[config.mk]
export PLATFORM = sky130hd
export DESIGN_NAME = thermal_trip_latch
export DESIGN_NICKNAME = d
export VERILOG_FILES = /design/src/rtl/tt_pkg.sv /design/src/rtl/tt_arm_timer.sv /design/src/rtl/tt_trip_latch.sv /design/src/rtl/tt_clk_gate.sv /design/src/rtl/thermal_trip_latch.sv
export SDC_FILE = /design/constraint.sdc
export NUM_CORES = 1
export LEC_CHECK = 0
export ABC_AREA = 1
export BUFFER_PORTS_ARGS = -buffer_cell sky130_fd_sc_hd__buf_2
export CAP_MARGIN = 20
export CELL_PAD_IN_SITES_DETAIL_PLACEMENT = 0
export CELL_PAD_IN_SITES_GLOBAL_PLACEMENT = 2
export CORE_MARGIN = 2
export CORE_UTILIZATION = 28
export DETAILED_ROUTE_END_ITERATION = 10
export GPL_TIMING_DRIVEN = 0
export PLACE_DENSITY_LB_ADDON = 0.1
export SLEW_MARGIN = 20
export SYNTH_ARGS = -nofsm -noshare
export SYNTH_HDL_FRONTEND = slang
export SYNTH_SLANG_ARGS = --single-unit
export TNS_END_PERCENT = 50
[constraint.sdc]
create_clock -name clk_i -period 1.85 [get_ports clk_i]
set_input_delay 0.0925 -clock clk_i [delete_from_list [all_inputs] [get_ports clk_i]]
set_output_delay 0.0925 -clock clk_i [all_outputs]
set_load 0.03 [all_outputs]
[src/rtl/tt_pkg.sv]
package tt_pkg;
  localparam int unsigned TT_TEMP_W = 8;
  localparam int unsigned TT_N_DOM  = 4;
  localparam int unsigned TT_ARM    = 1250; // 10 us at 125 MHz

  function automatic logic tt_hot(input logic [63:0] temp, input logic [63:0] lvl);
    return temp >= lvl;
  endfunction
endpackage

[src/rtl/tt_arm_timer.sv]
module tt_arm_timer #(
  parameter int unsigned ARM_CYCLES = 1250
) (
  input  logic clk_i,
  input  logic rst_ni,
  input  logic pwr_good_i,
  output logic armed_o
);
  localparam int unsigned CW = $clog2(ARM_CYCLES + 1);
  localparam logic [CW-1:0] LAST = CW'(ARM_CYCLES - 1);

  logic [CW-1:0] cnt_q;
  logic          armed_q;

  always_ff @(posedge clk_i or negedge rst_ni) begin
    if (!rst_ni) begin
      cnt_q   <= '0;
      armed_q <= 1'b0;
    end else if (!pwr_good_i) begin
      cnt_q   <= '0;
      armed_q <= 1'b0;
    end else if (!armed_q) begin
      if (cnt_q == LAST) armed_q <= 1'b1;
      else               cnt_q   <= cnt_q + 1'b1;
    end
  end

  assign armed_o = armed_q;
endmodule

[src/rtl/tt_trip_latch.sv]
module tt_trip_latch #(
  parameter int unsigned TEMP_W = 8
) (
  input  logic              clk_i,
  input  logic              rst_ni,
  input  logic              pwr_good_i,
  input  logic              armed_i,
  input  logic [TEMP_W-1:0] temp_i,
  input  logic [TEMP_W-1:0] lvl_i,
  output logic              trip_o
);
  import tt_pkg::*;

  logic trip_q;
  logic hot;

  assign hot = tt_hot(64'(temp_i), 64'(lvl_i));

  always_ff @(posedge clk_i or negedge rst_ni) begin
    if (!rst_ni)          trip_q <= 1'b0;
    else if (!pwr_good_i) trip_q <= 1'b0;
    else if (armed_i && hot) trip_q <= 1'b1;
  end

  // power-good low masks the latch without waiting for an edge
  assign trip_o = trip_q & pwr_good_i;
endmodule

[src/rtl/tt_clk_gate.sv]
module tt_clk_gate #(
  parameter int unsigned N_DOM = 4
) (
  input  logic             halt_i,
  output logic [N_DOM-1:0] en_o
);
  for (genvar d = 0; d < N_DOM; d++) begin : g_dom
    assign en_o[d] = ~halt_i;
  end
endmodule

[src/rtl/thermal_trip_latch.sv]
module thermal_trip_latch #(
  parameter int unsigned TEMP_W     = tt_pkg::TT_TEMP_W,
  parameter int unsigned N_DOM      = tt_pkg::TT_N_DOM,
  parameter int unsigned ARM_CYCLES = tt_pkg::TT_ARM
) (
  input  logic              clk_i,
  input  logic              rst_ni,
  input  logic              pwr_good_i,
  input  logic [TEMP_W-1:0] temp_i,
  input  logic [TEMP_W-1:0] trip_level_i,
  output logic              trip_no_o,
  output logic              pwr_off_o,
  output logic [N_DOM-1:0]  clk_en_o
);
  logic armed;
  logic trip;

  tt_arm_timer #(.ARM_CYCLES(ARM_CYCLES)) u_timer (
    .clk_i      (clk_i),
    .rst_ni     (rst_ni),
    .pwr_good_i (pwr_good_i),
    .armed_o    (armed)
  );

  tt_trip_latch #(.TEMP_W(TEMP_W)) u_latch (
    .clk_i      (clk_i),
    .rst_ni     (rst_ni),
    .pwr_good_i (pwr_good_i),
    .armed_i    (armed),
    .temp_i     (temp_i),
    .lvl_i      (trip_level_i),
    .trip_o     (trip)
  );

  tt_clk_gate #(.N_DOM(N_DOM)) u_gate (
    .halt_i (trip),
    .en_o   (clk_en_o)
  );

  assign trip_no_o = ~trip;
  assign pwr_off_o = trip;
endmodule

==> flow_summary.yaml, run 1 <==
floorplanning:
  num_rows: 22
  start_util: 0.288
  boundaryPins: 25
  dieHeight_um: 65.1
  core_area_mm2: 0.00363
  die-area_mm2: 0.00424
  dieWidth_um: 65.1
grt:
  grt_usage: 0.123
  grt_first_pass_wirelength_um: 4080
  grt_start_max_net_pins: 14
  antenna_found_initial: 0
  grt_overflow_total: 0
  grt_pass1_vias: 948
critical_path:
  startpoint_type: "flip-flop"
  crit_type: "reg -> reg"
  slowest_stage: "dfrtp_1"
  cp_data_arrival_time_ns: 1.67
  crit_buf_inv: 1
  critical_path.top_delay_family: "simple AND/OR/NAND/NOR gates"
  crit_cells: 7
  crit_required_ns: 2.03
  reg2reg_depth: 7
  cp_cell_sequence: "ha_1 > nand4_1 > nor2_2 > nor2_2 > buf_4 > nand4_1 > nand2_1"
  max_stage_delay_ns: 0.48
  end_kind: "flip-flop"
  cp_max_fo: 10
drt:
  totalWireLength_um: 2320
  routedWlPerCell_um: 10.1
  ant_nets: 0
  drc: 0
  dr.pass1.iters: 4
  vias: 1005
  via_per_inst: 4.37
  drtIter0Drc: 69
power_and_ir_drop:
  netSwitchingPower_uw: 164
  netSwitchingFraction: 0.253
  internal-power_uw: 485
  clkPwrFrac: 0.397
  p_comb_frac: 0.144
  p_per_area_mw_per_mm2: 506
  total_power_uw: 648
  ir_worst_vdd_v: 0.000252
  p_seq_frac: 0.459
  leakagePower_nw: 0.734
clock_tree:
  cts_tree: "yes"
  postCtsHoldBufs: 1
  cts.sinks: 13
  ctsResizeCount: 0
  clk_latency_ns: 0.24
  cts_max_level: 1
  clockBufferDepth: 2
  clk_pin_slew_ns: 0.06
  cts_setup_buffers: 0
  clockRootBuffer: "clkbuf_8"
  cts_buffers: 3
layout:
  multi_input_area_um2: 568
  syn2layout_area_growth_pct: 22.5
  drive_gt1_frac: 0.209
  finalNetCount: 212
  fillers: 407
  diodes: 0
  regArea_um2: 325
synth:
  synth_top_area_cell: "dfrtp_1"
  async_flop_share: 1.00
  synth-edff-count: 0
  netlist_area_mm2: 0.00105
  ys_types: 18
  seq_area_frac_synth: 0.311
  synth-seq-cells: 13
  synthTopCellsByCount: "53 x nand2_1, 23 x inv_1, 13 x dfrtp_1"
  syn_nets: 182
  synth.top_cell.area_share: 0.311
  ys_top_cells_by_area: "dfrtp_1 31%, nand2_1 19%, ha_1 12%, inv_1 8.3%, nand4_1 6.0%"
  synth_cells: 153
  synth.most_common_cell: "nand2_1"
  synth_flop_cell: "dfrtp_1"
  avgSynthCellArea_um2: 6.84
  yosysWarnings: 0
run_status:
  run_status: "finished, final reports clean"
timing:
  worst_slack_ns: 0.359
  tightest_slew_ns: 0.537
  skew_ns: 0.00221
  hold_slack_ns: 0.147
  setup_viol: 0
  slew_headroom: 0.642
  layout_min_cycle_time_ns: 1.49
  drv_slew: 0
  period_share: 0.806
  tns_ns: 0
  max_freq_ghz: 0.671
  hold_viol: 0
  rsz0062_at_grt: "no"
place:
  gp_congestion: 0.734
  dpl_worst_slack_ns: 0.350
  io_buffers: 24
  place_hpwl_um: 1770
run:
  maxCapViolCount: 0
min_path:
  hold_path_class: "in -> reg"
  min_path_cells: 3
## placed cells by master (no fill, tap or decap), types with 5 or more instances in the layout
cell / netlist / layout
nand2_1: 53 / 53
buf_2: 2 / 26
inv_1: 23 / 23
dfrtp_1: 13 / 13
nor2_1: 11 / 11
nand4_1: 10 / 10
nand3_1: 10 / 10
ha_1: 10 / 10
buf_4: 5 / 5
## flip-flops by register name, indices dropped and copies added, names as in the netlist
name / flops
u_timer.armed_o: 1
u_latch.trip_q: 1
u_timer.cnt_q: 11
## worst paths after layout
check	from	end	slack (ns)
min in group asynchronous	rst_ni	u_timer.cnt_q[4]$_DFFE_PN0P_	0.28
worst min register to register	u_timer.cnt_q[7]$_DFFE_PN0P_	u_timer.cnt_q[7]$_DFFE_PN0P_	0.55
max in group asynchronous	rst_ni	u_latch.trip_q$_DFFE_PN0P_	1.33
worst min-delay path	pwr_good_i	u_timer.cnt_q[10]$_DFFE_PN0P_	0.15
worst max register to register	u_timer.cnt_q[0]$_DFFE_PN0P_	u_timer.cnt_q[8]$_DFFE_PN0P_	0.36
worst max-delay path	u_timer.cnt_q[0]$_DFFE_PN0P_	u_timer.cnt_q[8]$_DFFE_PN0P_	0.36
## worst min-delay path: cells and delay by family
family        cells  cell delay [ns]
simple gates      2             0.13
buf+inv           1             0.13
## cell families (layout without fill, tap and decap cells)
kind of cell	Yosys count	after routing	share of synthesized area
flip-flops	13	13	0.311
XOR/XNOR	3	3	0.0251
AND/OR/NAND/NOR	91	91	0.382
buffers and inverters	33	62	0.146
AO/OA/AOI/OAI	3	3	0.0167
adder cells (fa/ha/maj)	10	10	0.120
## layer usage
layer  routed length [um]  global-route usage  part of all wire
met2                 1240               0.245              0.53
met4                   35              0.0469             0.015
met1                  955               0.127              0.41
met5                    0                   0                 0
met3                   94              0.0205             0.040
## power by group through the flow
stage          clock, mW  combinational, mW  sequential (mW)
2_1_floorplan          0             0.0549            0.301
3_3_place_gp           0             0.0900            0.302
3_5_place_dp           0             0.0947            0.303
4_1_cts            0.265             0.0967            0.298
5_1_grt            0.285              0.109            0.298
6_report           0.258             0.0932            0.298
## layout make-up
class,instances,share of cell area
well taps,48,0.0469
flip-flops and latches,13,0.254
inverters,24,0.0703
clock buffers,4,0.0352
plain buffers,9,0.0488
repair buffers,25,0.102
multi-input cells,107,0.443
## metrics by stage
step                std cells  utilization  cell area (um2)
floorplan                 153            -             1050
global placement          225        0.337             1230
detailed placement        225        0.337             1230
CTS                       230        0.353             1280
global route              230        0.353             1280
finish                    230        0.353             1280
Power figures use the tool's default switching activity.
==> run 2: changes to the inputs <==
--- a/config.mk
+++ b/config.mk
@@ -11,7 +11,7 @@
 export CELL_PAD_IN_SITES_DETAIL_PLACEMENT = 0
 export CELL_PAD_IN_SITES_GLOBAL_PLACEMENT = 2
 export CORE_MARGIN = 2
-export CORE_UTILIZATION = 28
+export CORE_UTILIZATION = 25
 export DETAILED_ROUTE_END_ITERATION = 10
 export GPL_TIMING_DRIVEN = 0
 export PLACE_DENSITY_LB_ADDON = 0.1
==> constraint.sdc (replaced) <==
create_clock -name clk_i -period 1.3 [get_ports clk_i]
set_input_delay 0.065 -clock clk_i [delete_from_list [all_inputs] [get_ports clk_i]]
set_output_delay 0.065 -clock clk_i [all_outputs]
set_load 0.03 [all_outputs]
==> flow_summary.yaml, run 2 (same netlist as run 1, synthesis figures left out) <==
place:
  dpl_cell_area_mm2: 0.00123
  io_buffers: 24
  place_hpwl_um: 1900
  place_inst: 227
  gp_congestion: 0.710
timing:
  rsz0062_at_grt: "yes"
  tns_ns: -0.542
  slew_headroom: 0.646
  hold_viol: 0
  tightest_slew_ns: 0.531
  skew_ns: 0.00346
  drv_slew: 0
  period_share: 1.05
  layout_min_cycle_time_ns: 1.37
  max_freq_ghz: 0.731
  setup_viol: 11
  worst_slack_ns: -0.0687
run_status:
  violations: "negative setup slack"
  run_status: "complete, but fails checks"
grt:
  grt_usage: 0.141
  grt_first_pass_wirelength_um: 4790
  antenna_found_initial: 0
  grt_start_max_net_pins: 14
  grt_overflow_total: 0
  grt_pass1_vias: 1048
critical_path:
  reg2reg_depth: 9
  cp_max_fo: 5
  r2r_slack_ns: -0.07
  worstReg2RegEnd: "u_timer.cnt_q[6]$_DFFE_PN0P_"
  crit_required_ns: 1.49
  r2r-start: "u_timer.cnt_q[1]$_DFFE_PN0P_"
  startpoint: "u_timer.cnt_q[1]$_DFFE_PN0P_"
  startpoint_type: "flip-flop"
  end_kind: "flip-flop"
  cp_data_arrival_time_ns: 1.56
  crit_type: "reg -> reg"
drt:
  drc: 0
  dr.pass1.iters: 6
  totalWireLength_um: 2800
  ant_nets: 0
  drtIter0Drc: 64
  via_per_inst: 4.50
  vias: 1099
  routedWlPerCell_um: 11.5
min_path:
  hold_end: "u_timer.cnt_q[10]$_DFFE_PN0P_"
  hold_path_class: "in -> reg"
  holdCritStartpoint: "pwr_good_i"
  min_path_cells: 3
floorplanning:
  num_rows: 23
  boundaryPins: 25
  die-area_mm2: 0.00472
  dieWidth_um: 68.7
  start_util: 0.261
  dieHeight_um: 68.7
  core_area_mm2: 0.00400
layout:
  layoutNonFillerInstCount: 244
  drive_gt1_frac: 0.299
  largest_reg_flops: 11
  finalNetCount: 224
  fillers: 449
  layout_common_cells: "53 x nand2_1, 24 x buf_2, 23 x inv_1"
  final_area_mm2: 0.00142
  regMostFlops: "u_timer.cnt_q"
  syn2layout_area_growth_pct: 35.8
  diodes: 0
  final_core_util: 0.355
  layout.cells.most_common: "nand2_1"
run:
  maxCapViolCount: 0
clock_tree:
  clk_latency_ns: 0.25
  cts_buffers: 3
  clk_pin_slew_ns: 0.07
  clockRootBuffer: "clkbuf_8"
  cts_tree: "yes"
  cts.sinks: 13
  clockBufferDepth: 2
  cts_max_level: 1
power_and_ir_drop:
  p_per_area_mw_per_mm2: 693
  leakagePower_nw: 0.802
  ir_worst_vdd_v: 0.000275
  total_power_uw: 984
==> run 2: worst max-delay path by stage <==
stage | endpoint | slack (ns) | cells after the start
2_1_floorplan | u_timer.cnt_q[9]$_DFFE_PN0P_ | 0.0009 | 8
3_3_place_gp | u_timer.cnt_q[5]$_DFFE_PN0P_ | -0.15 | 7
3_5_place_dp | u_timer.cnt_q[5]$_DFFE_PN0P_ | -0.15 | 7
4_1_cts | u_timer.cnt_q[6]$_DFFE_PN0P_ | -0.09 | 9
5_1_grt | u_timer.cnt_q[8]$_DFFE_PN0P_ | -0.17 | 9
6_report | u_timer.cnt_q[6]$_DFFE_PN0P_ | -0.07 | 9
==> run 2: area by class of cell <==
cell class              count  area, um2  area share
plain buffers               7       56.3      0.0396
clock buffers               3       41.3      0.0291
clock inverters             1       5.00     0.00352
inverters                  24       91.3      0.0643
multi-input cells         107        596       0.419
flip-flops and latches     13        329       0.232
well taps                  50       62.6      0.0441
repair buffers             39        239       0.168
==> run 2: report_power, final <==
group          leakage (nW)  switching, mW  total [mW]  internal (mW)
combinational         0.602         0.0843       0.169         0.0851
clock                0.0255          0.180       0.393          0.213
sequential            0.175        0.00868       0.422          0.413
total                 0.802          0.273       0.984          0.711
==> run 2: per-stage QoR <==
step                      setup WS [ns]  hold slack [ns]
after floorplan                0.000930           -0.231
after global placement           -0.145          -0.0158
after detailed placement         -0.148          -0.0110
after CTS                       -0.0873            0.102
after global routing             -0.170            0.105
final                           -0.0687           0.0999
==> run 2: routing by layer <==
metal	share of wire	GRT usage	vias up
met3	0.043	0.0390	5
met4	0.014	0.0525	0
li1	-	-	562
met1	0.45	0.177	510
met2	0.49	0.230	22
met5	0	0	-
==> run 2: critical path, stage by stage (launching register included) <==
cell	delay, ns
dfrtp_1	0.39
inv_1	0.06
ha_1	0.13
nand4_1	0.08
nor2_2	0.19
nor2_4	0.07
nor2_4	0.12
buf_6	0.14
nand2_1	0.05
nand2_1	0.06
==> run 2: timing repair <==
| item | 4_1_cts | 5_1_grt |
|---|---|---|
| cloned | 1 | 0 |
| hold buffers | 1 | 0 |
| pin swaps | 6 | 3 |
| endpoints found under the setup margin | 11 | 11 |
| endpoints found under the hold margin | 13 | 0 |
| setup buffers | 10 | 3 |
| gates resized for setup | 10 | 2 |
==> run 3: changes to the inputs <==
--- a/config.mk
+++ b/config.mk
@@ -10,7 +10,6 @@
 export CAP_MARGIN = 20
 export CELL_PAD_IN_SITES_DETAIL_PLACEMENT = 0
 export CELL_PAD_IN_SITES_GLOBAL_PLACEMENT = 2
-export CORE_MARGIN = 2
 export CORE_UTILIZATION = 25
 export DETAILED_ROUTE_END_ITERATION = 10
 export GPL_TIMING_DRIVEN = 0
@@ -19,4 +18,4 @@
 export SYNTH_ARGS = -nofsm -noshare
 export SYNTH_HDL_FRONTEND = slang
 export SYNTH_SLANG_ARGS = --single-unit
-export TNS_END_PERCENT = 50
+export TNS_END_PERCENT = 100
==> flow_summary.yaml, run 3 (same netlist as run 1, synthesis figures left out) <==
critical_path:
  end_kind: "flip-flop"
  crit_type: "reg -> reg"
  reg2reg_depth: 9
  startpoint_type: "flip-flop"
  crit_required_ns: 1.48
  max_stage_delay_ns: 0.39
  slowest_stage: "dfrtp_1"
  r2r_slack_ns: -0.08
  r2r-start: "u_timer.cnt_q[1]$_DFFE_PN0P_"
  worstReg2RegEnd: "u_timer.cnt_q[2]$_DFFE_PN0P_"
  cp_data_arrival_time_ns: 1.56
  cp_max_fo: 5
  cp_cell_sequence: "inv_1 > ha_2 > nand4_1 > nor2_2 > nor2_4 > nor2_4 > buf_6 > nand2_1 > nand2_1"
  startpoint: "u_timer.cnt_q[1]$_DFFE_PN0P_"
min_path:
  hold_end: "u_timer.cnt_q[10]$_DFFE_PN0P_"
  hold_path_class: "in -> reg"
  holdCritStartpoint: "pwr_good_i"
  min_path_cells: 3
clock_tree:
  clockRootBuffer: "clkbuf_8"
  clk_latency_ns: 0.25
  cts.sinks: 13
  cts_max_level: 1
  clockBufferDepth: 2
  cts_buffers: 3
  clk_pin_slew_ns: 0.06
  cts_tree: "yes"
place:
  place_inst: 227
  gp_congestion: 0.708
  place_hpwl_um: 1840
  io_buffers: 24
drt:
  drc: 0
  drtIter0Drc: 28
  vias: 1038
  ant_nets: 0
  totalWireLength_um: 2760
  routedWlPerCell_um: 11.2
  via_per_inst: 4.22
  dr.pass1.iters: 3
run:
  maxCapViolCount: 0
floorplanning:
  die-area_mm2: 0.00445
  boundaryPins: 25
  dieWidth_um: 66.7
  start_util: 0.261
  num_rows: 23
  dieHeight_um: 66.7
  core_area_mm2: 0.00400
layout:
  layout.cells.most_common: "nand2_1"
  syn2layout_area_growth_pct: 37.0
  largest_reg_flops: 11
  finalNetCount: 226
  final_core_util: 0.358
  layoutNonFillerInstCount: 246
  layout_common_cells: "49 x nand2_1, 25 x buf_2, 23 x inv_1"
  regMostFlops: "u_timer.cnt_q"
  drive_gt1_frac: 0.316
  diodes: 0
grt:
  grt_pass1_vias: 1005
  grt_first_pass_wirelength_um: 4680
  antenna_found_initial: 0
  grt_usage: 0.144
  grt_overflow_total: 0
  grt_start_max_net_pins: 14
timing:
  rsz0062_at_grt: "yes"
  tns_ns: -0.595
  tightest_slew_ns: 0.534
  drv_slew: 0
  worst_slack_ns: -0.0773
  period_share: 1.06
  skew_ns: 0.000459
  slew_headroom: 0.644
  setup_viol: 11
  layout_min_cycle_time_ns: 1.38
  hold_viol: 0
  max_freq_ghz: 0.726
power_and_ir_drop:
  p_per_area_mw_per_mm2: 676
  p_seq_frac: 0.435
  ir_worst_vdd_v: 0.000342
  leakagePower_nw: 0.812
  netSwitchingPower_uw: 252
  netSwitchingFraction: 0.260
  clkPwrFrac: 0.389
  p_comb_frac: 0.176
  internal-power_uw: 717
run_status:
  violations: "negative setup slack"
  run_status: "complete, but fails checks"
## run 3: routing by layer
metal	vias up	GRT usage	part of all wire
met5	-	0	0
met4	0	0.0559	0.015
met3	5	0.0308	0.029
met2	15	0.230	0.45
met1	454	0.188	0.50
li1	564	-	-
## run 3: layout make-up
| cell class | instances | area, um2 |
|---|---|---|
| Timing Repair Buffer | 40 | 250 |
| Multi-Input combinational cell | 107 | 593 |
| Clock buffer | 4 | 45.0 |
| Fill cell | 428 | 2570 |
| Inverter | 24 | 91.3 |
| Buffer | 8 | 61.3 |
| Sequential cell | 13 | 329 |
| Tap cell | 50 | 62.6 |
## run 3: what timing repair did
| item | in CTS | in global routing |
|---|---|---|
| setup buffers | 10 | 3 |
| endpoints found under the setup margin | 11 | 12 |
| hold endpoints to repair | 13 | 0 |
| hold buffers | 1 | 0 |
| pin swaps | 4 | 8 |
| cloned | 1 | 1 |
| resized for setup | 8 | 9 |
## run 3: critical path: cells and delay by family (launching register included)
family | cells | cell delay [ns]
flops | 1 | 0.39
simple gates | 6 | 0.56
fa+ha+maj | 1 | 0.15
buf+inv | 2 | 0.21
## run 3: power groups by stage
stage          Clock [mW]  Combinational (mW)  Sequential, mW
2_1_floorplan           0              0.0782           0.428
4_1_cts             0.389               0.164           0.421
6_report            0.377               0.170           0.421
3_3_place_gp            0               0.129           0.431
3_5_place_dp            0               0.134           0.431
5_1_grt             0.409               0.199           0.422
## run 3: worst max path at each step
stage                                   end  slack [ns]
6_report       u_timer.cnt_q[2]$_DFFE_PN0P_       -0.08
4_1_cts        u_timer.cnt_q[2]$_DFFE_PN0P_       -0.07
3_5_place_dp   u_timer.cnt_q[7]$_DFFE_PN0P_       -0.14
5_1_grt        u_timer.cnt_q[6]$_DFFE_PN0P_       -0.15
2_1_floorplan  u_timer.cnt_q[9]$_DFFE_PN0P_      0.0009
3_3_place_gp   u_timer.cnt_q[5]$_DFFE_PN0P_       -0.14
## run 3: stage by stage
stage          power (mW)  hold slack (ns)  instance area (um2)  worst slack, ns
5_1_grt              1.03            0.114                 1430           -0.148
3_5_place_dp        0.565          -0.0158                 1230           -0.139
3_3_place_gp        0.560          -0.0156                 1230           -0.143
2_1_floorplan       0.507           -0.231                 1050         0.000930
6_report            0.969            0.104                 1430          -0.0773
4_1_cts             0.974            0.105                 1380          -0.0735
